==> src/rtl/owd_pkg.sv <==
package owd_pkg;

   typedef enum logic [1:0] {
      RGN_NONE = 2'd0,
      RGN_SYS  = 2'd1,
      RGN_PCI  = 2'd2,
      RGN_CPU  = 2'd3
   } rgn_e;

   localparam int unsigned MODE_W = 2;

endpackage

==> src/rtl/owd_regs.sv <==
module owd_regs #(
   parameter int unsigned        DATA_W   = 32,
   parameter int unsigned        RA_W     = 12,
   parameter logic [RA_W-1:0]    EN_OFS   = 12'h060,
   parameter logic [RA_W-1:0]    CTRL_OFS = 12'h038,
   parameter logic [DATA_W-1:0]  EN_MASK  = 32'h7FFF_FFFE
) (
   input  logic              clk,
   input  logic              rst_n,
   input  logic              wr,
   input  logic [RA_W-1:0]   waddr,
   input  logic [DATA_W-1:0] wdata,
   input  logic [RA_W-1:0]   raddr,
   output logic [DATA_W-1:0] rdata,
   output logic [DATA_W-1:0] en_q,
   output logic [DATA_W-1:0] ctrl_q
);

   always_ff @(posedge clk or negedge rst_n) begin
      if (!rst_n) begin
         en_q   <= '0;
         ctrl_q <= '0;
      end else if (wr) begin
         if (waddr == EN_OFS)   en_q   <= wdata & EN_MASK;
         if (waddr == CTRL_OFS) ctrl_q <= wdata;
      end
   end

   always_comb begin
      if (raddr == EN_OFS)        rdata = en_q;
      else if (raddr == CTRL_OFS) rdata = ctrl_q;
      else                        rdata = '0;
   end

endmodule

==> src/rtl/owd_outbound.sv <==
module owd_outbound #(
   parameter int unsigned            ADDR_W      = 32,
   parameter int unsigned            WIN_SHIFT   = 23,
   parameter int unsigned            IDX_W       = 5,
   parameter int unsigned            REGION_BITS = 4,
   parameter logic [REGION_BITS-1:0] REGION_TAG  = 4'hF,
   parameter int unsigned            STYLE       = 0,
   localparam int unsigned           NUM_WIN     = 1 << IDX_W
) (
   input  logic [ADDR_W-1:0]  addr,
   input  logic [NUM_WIN-1:0] win_en,
   input  logic               fwd_on,
   output logic               hit,
   output logic [IDX_W-1:0]   win
);

   logic             in_rgn;
   logic [IDX_W-1:0] idx;

   assign in_rgn = (addr[ADDR_W-1 -: REGION_BITS] == REGION_TAG);
   assign idx    = addr[WIN_SHIFT +: IDX_W];

   generate
      if (STYLE == 0) begin : g_onehot
         logic [NUM_WIN-1:0] sel;
         for (genvar g = 0; g < NUM_WIN; g++) begin : g_win
            assign sel[g] = in_rgn & fwd_on & win_en[g] & (idx == IDX_W'(g));
         end
         always_comb begin
            win = '0;
            for (int i = 0; i < NUM_WIN; i++) begin
               if (sel[i]) win = win | IDX_W'(i);
            end
         end
         assign hit = |sel;
      end else begin : g_index
         logic open_w;
         assign open_w = in_rgn & fwd_on & win_en[idx];
         assign hit    = open_w;
         assign win    = open_w ? idx : '0;
      end
   endgenerate

endmodule

==> src/rtl/owd_inbound.sv <==
module owd_inbound
   import owd_pkg::*;
#(
   parameter int unsigned       ADDR_W  = 32,
   parameter logic [ADDR_W-1:0] PCI_LO  = 32'hF080_0000,
   parameter logic [ADDR_W-1:0] PCI_END = 32'hFF80_0000,
   parameter logic [ADDR_W-1:0] CPU_LO  = 32'hFFF0_0000,
   parameter logic [ADDR_W-1:0] CPU_HI  = 32'hFFFF_EFFF
) (
   input  logic [ADDR_W-1:0] addr,
   output rgn_e              region
);

   always_comb begin
      if (addr < PCI_LO)                        region = RGN_SYS;
      else if (addr < PCI_END)                  region = RGN_PCI;
      else if (addr >= CPU_LO && addr <= CPU_HI) region = RGN_CPU;
      else                                      region = RGN_NONE;
   end

endmodule

==> src/rtl/owd_window_decoder.sv <==
module owd_window_decoder
   import owd_pkg::*;
#(
   parameter int unsigned ADDR_W      = 32,
   parameter int unsigned DATA_W      = 32,
   parameter int unsigned RA_W        = 12,
   parameter int unsigned WIN_SHIFT   = 23,
   parameter int unsigned REGION_BITS = 4,
   parameter int unsigned MODE_LSB    = 7,
   parameter int unsigned STYLE       = 0,
   parameter logic [ADDR_W-1:0] CPU_LO = 32'hFFF0_0000,
   parameter logic [ADDR_W-1:0] CPU_HI = 32'hFFFF_EFFF,
   localparam int unsigned IDX_W      = ADDR_W - REGION_BITS - WIN_SHIFT
) (
   input  logic              clk,
   input  logic              rst_n,
   input  logic              reg_wr,
   input  logic [RA_W-1:0]   reg_waddr,
   input  logic [DATA_W-1:0] reg_wdata,
   input  logic [RA_W-1:0]   reg_raddr,
   output logic [DATA_W-1:0] reg_rdata,
   input  logic [ADDR_W-1:0] ob_addr,
   output logic              ob_hit,
   output logic [IDX_W-1:0]  ob_win,
   input  logic [ADDR_W-1:0] ib_addr,
   output logic [1:0]        ib_region
);

   localparam int unsigned              NUM_WIN     = 1 << IDX_W;
   localparam logic [REGION_BITS-1:0]   REGION_TAG  = '1;
   localparam logic [ADDR_W-1:0]        REGION_BASE = {REGION_TAG, {(ADDR_W-REGION_BITS){1'b0}}};
   localparam logic [ADDR_W-1:0]        WIN_SIZE    = ADDR_W'(1) << WIN_SHIFT;
   localparam logic [ADDR_W-1:0]        PCI_LO      = REGION_BASE + WIN_SIZE;
   localparam logic [ADDR_W-1:0]        PCI_END     = REGION_BASE + ADDR_W'(NUM_WIN-1) * WIN_SIZE;
   localparam logic [DATA_W-1:0]        EN_MASK     = ~(DATA_W'(1) | (DATA_W'(1) << (NUM_WIN-1)));
   localparam logic [MODE_W-1:0]        MODE_ON     = MODE_W'(1);
   localparam logic [RA_W-1:0]          EN_OFS      = RA_W'(12'h060);
   localparam logic [RA_W-1:0]          CTRL_OFS    = RA_W'(12'h038);

   generate
      if (IDX_W < 2 || NUM_WIN > DATA_W) begin : g_bad_geom
         $error("window count must be between 4 and the register width");
      end
      if (MODE_LSB + MODE_W > DATA_W) begin : g_bad_mode
         $error("mode field lies outside the control register");
      end
      if (STYLE > 1) begin : g_bad_style
         $error("STYLE must be 0 or 1");
      end
   endgenerate

   logic [DATA_W-1:0] en_q;
   logic [DATA_W-1:0] ctrl_q;
   logic              fwd_on;
   rgn_e              ib_rgn;

   owd_regs #(
      .DATA_W  (DATA_W),
      .RA_W    (RA_W),
      .EN_OFS  (EN_OFS),
      .CTRL_OFS(CTRL_OFS),
      .EN_MASK (EN_MASK)
   ) u_regs (
      .clk   (clk),
      .rst_n (rst_n),
      .wr    (reg_wr),
      .waddr (reg_waddr),
      .wdata (reg_wdata),
      .raddr (reg_raddr),
      .rdata (reg_rdata),
      .en_q  (en_q),
      .ctrl_q(ctrl_q)
   );

   assign fwd_on = (ctrl_q[MODE_LSB +: MODE_W] == MODE_ON);

   owd_outbound #(
      .ADDR_W     (ADDR_W),
      .WIN_SHIFT  (WIN_SHIFT),
      .IDX_W      (IDX_W),
      .REGION_BITS(REGION_BITS),
      .REGION_TAG (REGION_TAG),
      .STYLE      (STYLE)
   ) u_out (
      .addr  (ob_addr),
      .win_en(en_q[NUM_WIN-1:0]),
      .fwd_on(fwd_on),
      .hit   (ob_hit),
      .win   (ob_win)
   );

   owd_inbound #(
      .ADDR_W (ADDR_W),
      .PCI_LO (PCI_LO),
      .PCI_END(PCI_END),
      .CPU_LO (CPU_LO),
      .CPU_HI (CPU_HI)
   ) u_in (
      .addr  (ib_addr),
      .region(ib_rgn)
   );

   assign ib_region = ib_rgn;

endmodule

==> config.mk <==
export PLATFORM = sky130hd
export DESIGN_NAME = owd_window_decoder
export DESIGN_NICKNAME = d
export VERILOG_FILES = /design/src/rtl/owd_pkg.sv /design/src/rtl/owd_regs.sv /design/src/rtl/owd_outbound.sv /design/src/rtl/owd_inbound.sv /design/src/rtl/owd_window_decoder.sv
export SDC_FILE = /design/constraint.sdc
export NUM_CORES = 1
export LEC_CHECK = 0
export BUFFER_PORTS_ARGS = -buffer_cell sky130_fd_sc_hd__buf_4
export CAP_MARGIN = 30
export CORE_UTILIZATION = 35
export DETAILED_ROUTE_END_ITERATION = 8
export PLACE_DENSITY = 0.67
export SKIP_CTS_REPAIR_TIMING = 1
export SYNTH_ARGS = -nofsm -noshare
export SYNTH_HDL_FRONTEND = slang
export SYNTH_HIERARCHICAL = 1
export SYNTH_SLANG_ARGS = --single-unit
==> constraint.sdc <==
create_clock -name clk -period 2.9 [get_ports clk]
set_clock_uncertainty 0.05 [all_clocks]
set_input_delay 0.87 -clock clk [delete_from_list [all_inputs] [get_ports clk]]
set_output_delay 0.87 -clock clk [all_outputs]
set_load 0.01 [all_outputs]
==> results.md, run 1 <==
Outcome:
- The flow ran to the end, but the final reports show violations.
- The checks that failed: setup timing.

STA:
- At the pin with the least slew margin, the transition time is 0.788 ns.
- The final total negative setup slack is -0.222 ns.
- Of the available clock period, the critical path in the final layout requires 1.03.
- Setup repair after global routing could not meet its margin everywhere.
- The smallest setup slack after layout is -0.0901 ns.
- Subtracting the final worst setup slack from the clock period gives between 2 and 3 ns.
- The number of failing hold endpoints at the final stage is 0.
- Static timing analysis puts the maximum clock frequency at around 0.33 GHz.
- The number of failing setup endpoints in the final timing report is 8.
- In this run the tightest slew margin relative to its limit is 0.475.
- The number of pins with negative max-slew slack in the final report is 0.

Placement:
- Buffers placed on the I/O ports in this run total 127.
- The instance area after placement is around 0.005 sq mm.
- The half-perimeter wire length of the detailed placement result is 7.63 mm.
- The global placement routability congestion is 0.893.

Route:
- The vias after detailed routing is 3,310.
- For this run, the detailed router's first-pass iteration total came to 4.
- The routed design has 11.5 mm of wire.
- The remaining design rule violation count is 0.
- Dividing the detail-routed wire length by the instance count gives 18.7 microns.
- The initial detailed-routing violation count is 164.
- In this run the remaining antenna-violating nets after routing total 0.
- The via density per instance is 5.37.

Floorplanning:
- The die outline area is 0.0109 sq mm.
- The row count is 36.
- Measured along the y axis, the die boundary spans ~100 microns.
- The total area inside the core boundary comes to 0.00995 sq mm.
- 163 I/O pins were placed.
- For this configuration, the core starts out at a cell density of 0.367.
- The die boundary width is 104 microns.

Logic synthesis:
- After synthesis, the share of flip-flops with an asynchronous set or reset is 1.00.
- The warning count from the yosys run is 6.
- The synthesized area is between 0.003 and 0.004 sq mm.
- The number of flops mapped to enable cells by yosys is 0.
- The synthesized design contains 62 register bits.
- The synthesized netlist cell count is between 300 and 400.
- The post-synthesis cell type count is 49.
- The portion of the post-synthesis area used by sequential elements is 0.424.
- The average instance area after synthesis is 11.5 sq um.
- The most common flop cell mapped by yosys is sky130_fd_sc_hd__dfrtp_1.

Global route:
- The first global-routing pass estimated 16.8 mm of wire.
- The initial antenna violation count came to 0.
- In the global route stage, overall resource usage came out at 0.196.
- The total grt overflow is 0.
- The number of global-route vias before repair is 3,392.
- Entering global routing, the biggest net connects 63 pins.

Finish:
- In the layout the commonest cells are 144 x sky130_fd_sc_hd__buf_4, 62 x sky130_fd_sc_hd__dfrtp_1, 60 x sky130_fd_sc_hd__mux2_2.
- Counting the fill cells in the layout gives roughly 840.
- The post-route core utilization is 0.569.
- The net count of the finished layout is 601.
- The cell area after layout is 0.00566 sq mm.
- The area of combinational cells with multiple inputs is 0.00218 sq mm.
- The storage element area is 0.00155 sq mm.
- The most frequent standard cell in the layout excluding fill and tap cells is sky130_fd_sc_hd__buf_4.
- The fraction of final layout cells sized beyond drive strength 1 is 0.634.
- The final antenna diode count is 0.
- From synthesis to final layout, the design area changed by 54.8%.

Power:
- Summed over all cells, the static leakage comes to about 2.6 nW.
- The total power of the final layout is 0.00188 W.
- For this design the ratio of total power to cell area is 332 mW/mm^2.
- The share of total power in combinational logic is 0.139.
- The internal power of the cells totals 0.00141 W.
- The maximum vdd ir drop is between 0.00015 and 0.0002 V.
- The share of total power in sequential cells is 0.464.
- The switching part of the total power is 0.247.
- The share of power burned in the clock network is 0.397.
- The power spent charging and discharging nets is about 0.00046 W.

Critical path:
- The critical path in this run is classified as input port to output pin.
- STA puts the critical path data required time at 1.98 ns.
- The maximum fanout count along the critical path is 5.
- The worst setup path is launched from an input port.
- For the worst setup path, the data arrival time is 2.07 ns.
- The capturing element type of the critical path is an output pin.

Clock network:
- Clock-pin slew was measured on the worst setup and hold paths at ~0.070 ns.
- CTS saw 62 sinks.
- The cell at the root of the clock tree is sky130_fd_sc_hd__clkbuf_8.
- TritonCTS created 9 clock buffers.
- The clock network latency to the later pin of the worst-skew pair is 0.35 ns.
- The number of buffers on the longest clock path is 2.
- The CTS tree is built.
- The depth of the CTS H-tree is 3.

Worst hold path:
- The worst hold-check path type is flop to flop.

Job:
- The max capacitance violation total is 0.
## power by group through the flow
| stage | sequential [W] | clock, W | combinational, W |
|---|---|---|---|
| after floorplan | 0.000887 | 0 | 0.0000661 |
| after global placement | 0.000887 | 0 | 0.000215 |
| after detailed placement | 0.000888 | 0 | 0.000219 |
| after CTS | 0.000871 | 0.000767 | 0.000220 |
| after global routing | 0.000872 | 0.000806 | 0.000278 |
| final | 0.000872 | 0.000745 | 0.000260 |
## state kept, by name (all words and copies together), names as in the netlist
name,cells
u_regs/ctrl_q,32
u_regs/en_q,30
## metrics by stage
| step | setup WS (ns) | std cells | hold slack [ns] |
|---|---|---|---|
| 6_report | -0.0901 | 616 | 0.461 |
| 5_1_grt | -0.120 | 616 | 0.480 |
| 4_1_cts | -0.290 | 607 | 0.451 |
| 3_5_place_dp | -0.289 | 591 | 0.435 |
| 3_3_place_gp | -0.244 | 591 | 0.418 |
| 2_1_floorplan | 0.0670 | 318 | 0.409 |
## critical path: stages
cell	delay, ns
sky130_fd_sc_hd__buf_12	0.10
sky130_fd_sc_hd__mux4_2	0.50
sky130_fd_sc_hd__and3_4	0.17
sky130_fd_sc_hd__o221ai_2	0.18
sky130_fd_sc_hd__nand2_1	0.11
sky130_fd_sc_hd__buf_6	0.13
## Yosys cell counts (4+ instances only)
library cell	instances	area share
sky130_fd_sc_hd__nand3b_1	4	0.0082
sky130_fd_sc_hd__and4_1	5	0.012
sky130_fd_sc_hd__a22oi_1	32	0.066
sky130_fd_sc_hd__nand2_1	8	0.0082
sky130_fd_sc_hd__buf_6	8	0.025
sky130_fd_sc_hd__buf_4	5	0.010
sky130_fd_sc_hd__mux2_1	4	0.012
sky130_fd_sc_hd__dfrtp_1	62	0.42
sky130_fd_sc_hd__mux2_2	60	0.18
sky130_fd_sc_hd__clkbuf_1	9	0.0092
sky130_fd_sc_hd__nor3_1	4	0.0055
sky130_fd_sc_hd__nor2_1	33	0.034
sky130_fd_sc_hd__mux2i_1	16	0.044
sky130_fd_sc_hd__nand4_1	5	0.0086
sky130_fd_sc_hd__inv_1	5	0.0051
sky130_fd_sc_hd__o32ai_1	4	0.0096
sky130_fd_sc_hd__nand3_1	5	0.0068
## per-layer routing
| metal | up-vias | GRT usage | wire length (microns) |
|---|---|---|---|
| li1 | 1526 | - | - |
| met3 | 19 | 0.0376 | 577 |
| met1 | 1644 | 0.245 | 4930 |
| met4 | 0 | 0.0847 | 240 |
| met2 | 121 | 0.329 | 5790 |
| met5 | - | 0 | 0 |
## final timing paths
kind	startpoint	endpoint	slack (ns)	cells past startpoint
worst min-delay path	u_regs/ctrl_q[0]	u_regs/ctrl_q[0]	0.46	1
worst max-delay path	ob_addr[23]	ob_win[1]	-0.09	6
worst min register to register	u_regs/ctrl_q[0]	u_regs/ctrl_q[0]	0.46	1
worst max register to register	u_regs/en_q[5]	u_regs/en_q[5]	1.96	1
min in group asynchronous	rst_n	u_regs/ctrl_q[31]	0.55	1
max in group asynchronous	rst_n	u_regs/ctrl_q[13]	1.73	1
## kinds of logic after synthesis
| kind of cell | after synthesis | share of synthesized area |
|---|---|---|
| AND/OR/NAND/NOR | 87 | 0.143 |
| multiplexers | 83 | 0.259 |
| flip-flops | 62 | 0.424 |
| AO/OA/AOI/OAI | 54 | 0.117 |
| buffers and inverters | 30 | 0.0558 |
| other | 1 | 0.00103 |
## final cells by class
| cell class | count | share of cell area |
|---|---|---|
| Timing Repair Buffer | 174 | 0.275 |
| Multi-Input combinational cell | 226 | 0.385 |
| Inverter | 5 | 0.00332 |
| Sequential cell | 62 | 0.274 |
| Clock inverter | 6 | 0.0111 |
| Clock buffer | 10 | 0.0225 |
| Tap cell | 133 | 0.0294 |
No activity file was read; power rests on OpenSTA's default activity.
==> run 2, diff against run 1 <==
--- a/config.mk
+++ b/config.mk
@@ -7,6 +7,7 @@
 export LEC_CHECK = 0
 export BUFFER_PORTS_ARGS = -buffer_cell sky130_fd_sc_hd__buf_4
 export CAP_MARGIN = 30
+export CORE_ASPECT_RATIO = 1.25
 export CORE_UTILIZATION = 35
 export DETAILED_ROUTE_END_ITERATION = 8
 export PLACE_DENSITY = 0.67
==> results.md, run 2 (same netlist as run 1, synthesis figures left out) <==
STA:
- The number of pins with negative max-slew slack in the final report is 0.
- The time the worst path needs with I/O delays and setup is 2.98 ns.
- The number of failing hold endpoints at the final stage is 0.
- Setup slack on the critical path of the routed design comes to -0.0758 ns.
- The fmax is between 0.3 and 0.4 GHz.
- The transition time at the pin with the least slew margin is 0.802 ns.
- Setup repair after global routing could not meet its margin everywhere.
- The worst pin sits at a relative slew slack of 0.466.
- Of the available clock period, the critical path in the final layout requires 1.03.
- The tightest hold path in the finished design has a slack of 0.449 ns.
- The number of failing setup endpoints in the final timing report is 20.

Critical path:
- The cell family contributing the most delay on the critical path is buffers and inverters.
- Measured in cells, the most critical reg-to-reg path has a length of 1.
- In this run the critical register-to-register path is captured at u_regs/en_q[19].
- By startpoint and endpoint, the worst setup path is classified as input port to output pin.
- The capturing element type of the critical path is an output pin.
- Across all register-to-register paths, the minimum setup slack is ~2.0 ns.
- The largest individual stage delay along the critical path comes from the cell sky130_fd_sc_hd__nor4b_4.
- The maximum fanout count along the critical path is 5.
- The worst reg2reg path startpoint is u_regs/en_q[19].
- The startpoint type of the worst setup path is an input port.
- The critical path arrival is 2.06 ns.
- The critical path goes through buf_6 -> nor4b_4 -> buf_4 -> buf_6 -> buf_8 -> a22oi_1 -> nor2_1 -> buf_4.
- At the worst endpoint, the required time is 1.98 ns.
- The worst path buffer plus inverter count is 5.
- The delay of the slowest critical-path stage is 0.26 ns.

Finish:
- The register ranked first by flip-flop count is u_regs/ctrl_q.
- The area of combinational cells with multiple inputs is 0.00222 sq mm.
- In the final layout, the registers with the most flip-flops are u_regs/ctrl_q: 32 flops, u_regs/en_q: 30 flops.
- Of the cells placed in the final design, the portion with a size suffix greater than 1 is 0.633.
- The storage element area is approximately 0.0016 sq mm.
- In the layout the commonest cells are 139 x sky130_fd_sc_hd__buf_4, 62 x sky130_fd_sc_hd__dfrtp_1, 60 x sky130_fd_sc_hd__mux2_2.
- The final antenna diode count is 0.
- The most frequent standard cell in the layout excluding fill and tap cells is sky130_fd_sc_hd__buf_4.
- The register with the most flip-flops in the layout has 32 of them.
- The number of nets at the end of the flow is around 600.
- The number of fillers in the final layout is 842.
- From synthesis to final layout, the design area changed by 58.6%.
- The post-route core utilization is 0.574.

Clock network:
- The cell at the root of the clock tree is sky130_fd_sc_hd__clkbuf_16.
- The number of clock sinks is between 60 and 70.
- No sink is reached through more buffers than the 2 on the longest clock path.
- The CTS tree is built.
- The clock tree synthesis step divided the H-tree into 3 levels.
- The clock network latency to the later pin of the worst-skew pair is roughly 0.33 ns.
- The clock slew seen by the registers of the worst setup and hold paths is roughly 0.050 ns.
- Counting the buffers created by CTS gives 9.

Floorplanning:
- In this run the horizontal extent of the chip is 93.4 microns.
- The die outline area is 0.0109 sq mm.
- The area of the core is ~0.010 sq mm.
- The number of top-level pins is 163.
- The row count is 41.
- The starting density of the core is 0.362.
- In this run the vertical extent of the chip is 116 microns.

Placement:
- After legalization and detailed placement, the total HPWL measured 7.66 mm.
- The count of buffers added on input and output ports is around 130.
- The global placement routability congestion is 0.898.

Worst hold path:
- Along the worst hold path, the cell count comes to 1.
- The worst hold-check path type is flop to flop.
- The path with the worst hold slack has its endpoint at u_regs/ctrl_q[0].
- In this run the most critical hold path is launched from u_regs/ctrl_q[0].

Global route:
- The initial antenna violation count came to 0.
- The largest net degree at the start of global routing is 63.
- The first global-routing pass estimated 16.5 mm of wire.
- The number of global-route vias before repair is 3,405.
- Global routing finished with a remaining overflow of 0.
- The combined global-route utilization of all metal layers is 0.201.

Route:
- The initial detailed-routing violation count is 140.
- The aggregate routed wire length is 11.9 mm.
- The routed wire length per instance is 19.6 microns.
- The vias after detailed routing is approximately 3,300.
- The number of detailed-route iterations in the first pass is 4.
- The residual antenna-violating net count after detailed routing is 0.
- For this run, design rule violations remaining after detail routing come to 0.
- After detailed routing, the number of vias per cell comes to between 5 and 6.

Outcome:
- The checks that failed: setup timing.
- The run finished, with violations left.

Power:
- The total power per unit cell area is 363 mW/mm^2.
- The worst-case IR drop observed on VDD is 0.000315 V.
- Summed over all cells, the static leakage comes to between 2 and 3 nW.

Job:
- The max capacitance violation total is 0.
[run 2: worst max path at each step]
| stage | from | to | cells after the start |
|---|---|---|---|
| detailed placement | ob_addr[23] | ob_win[1] | 6 |
| finish | reg_raddr[3] | reg_rdata[30] | 8 |
| CTS | ob_addr[23] | ob_win[1] | 6 |
| global placement | ob_addr[23] | ob_win[1] | 6 |
| floorplan | reg_raddr[2] | reg_rdata[10] | 4 |
| global route | ob_addr[23] | ob_hit | 6 |
[run 2: final cells by class]
class                           instances  share of cell area
Clock buffer                           14              0.0455
Clock inverter                          1            0.000863
Inverter                                5             0.00324
Multi-Input combinational cell        226               0.383
Sequential cell                        62               0.267
Tap cell                              129              0.0278
Timing Repair Buffer                  171               0.272
[run 2: where the power goes]
group / internal [W] / total (W) / switching [W] / leakage (nW)
Sequential: 0.000871 / 0.000874 / 0.00000369 / 0.866
Clock: 0.000618 / 0.000970 / 0.000352 / 0.133
Combinational: 0.000153 / 0.000264 / 0.000111 / 1.65
Total: 0.00164 / 0.00211 / 0.000467 / 2.64
[run 2: stage by stage]
step,std cells,setup TNS (ns),setup slack (ns),cell area (sq um),total power (W)
2_1_floorplan,318,0,0.0670,3660,0.000953
3_3_place_gp,579,-2.30,-0.223,4920,0.00110
3_5_place_dp,579,-2.18,-0.226,4920,0.00110
4_1_cts,594,-2.71,-0.223,5190,0.00208
5_1_grt,608,-2.20,-0.149,5800,0.00219
6_report,608,-0.698,-0.0758,5800,0.00211
[run 2: layer usage]
layer / wire [microns] / share of wire / vias up / GRT usage
met5: 0 / 0 / - / 0
met4: 285 / 0.024 / 0 / 0.0708
met3: 625 / 0.053 / 21 / 0.0488
met2: 6240 / 0.52 / 104 / 0.366
met1: 4750 / 0.40 / 1648 / 0.229
li1: - / - / 1522 / -
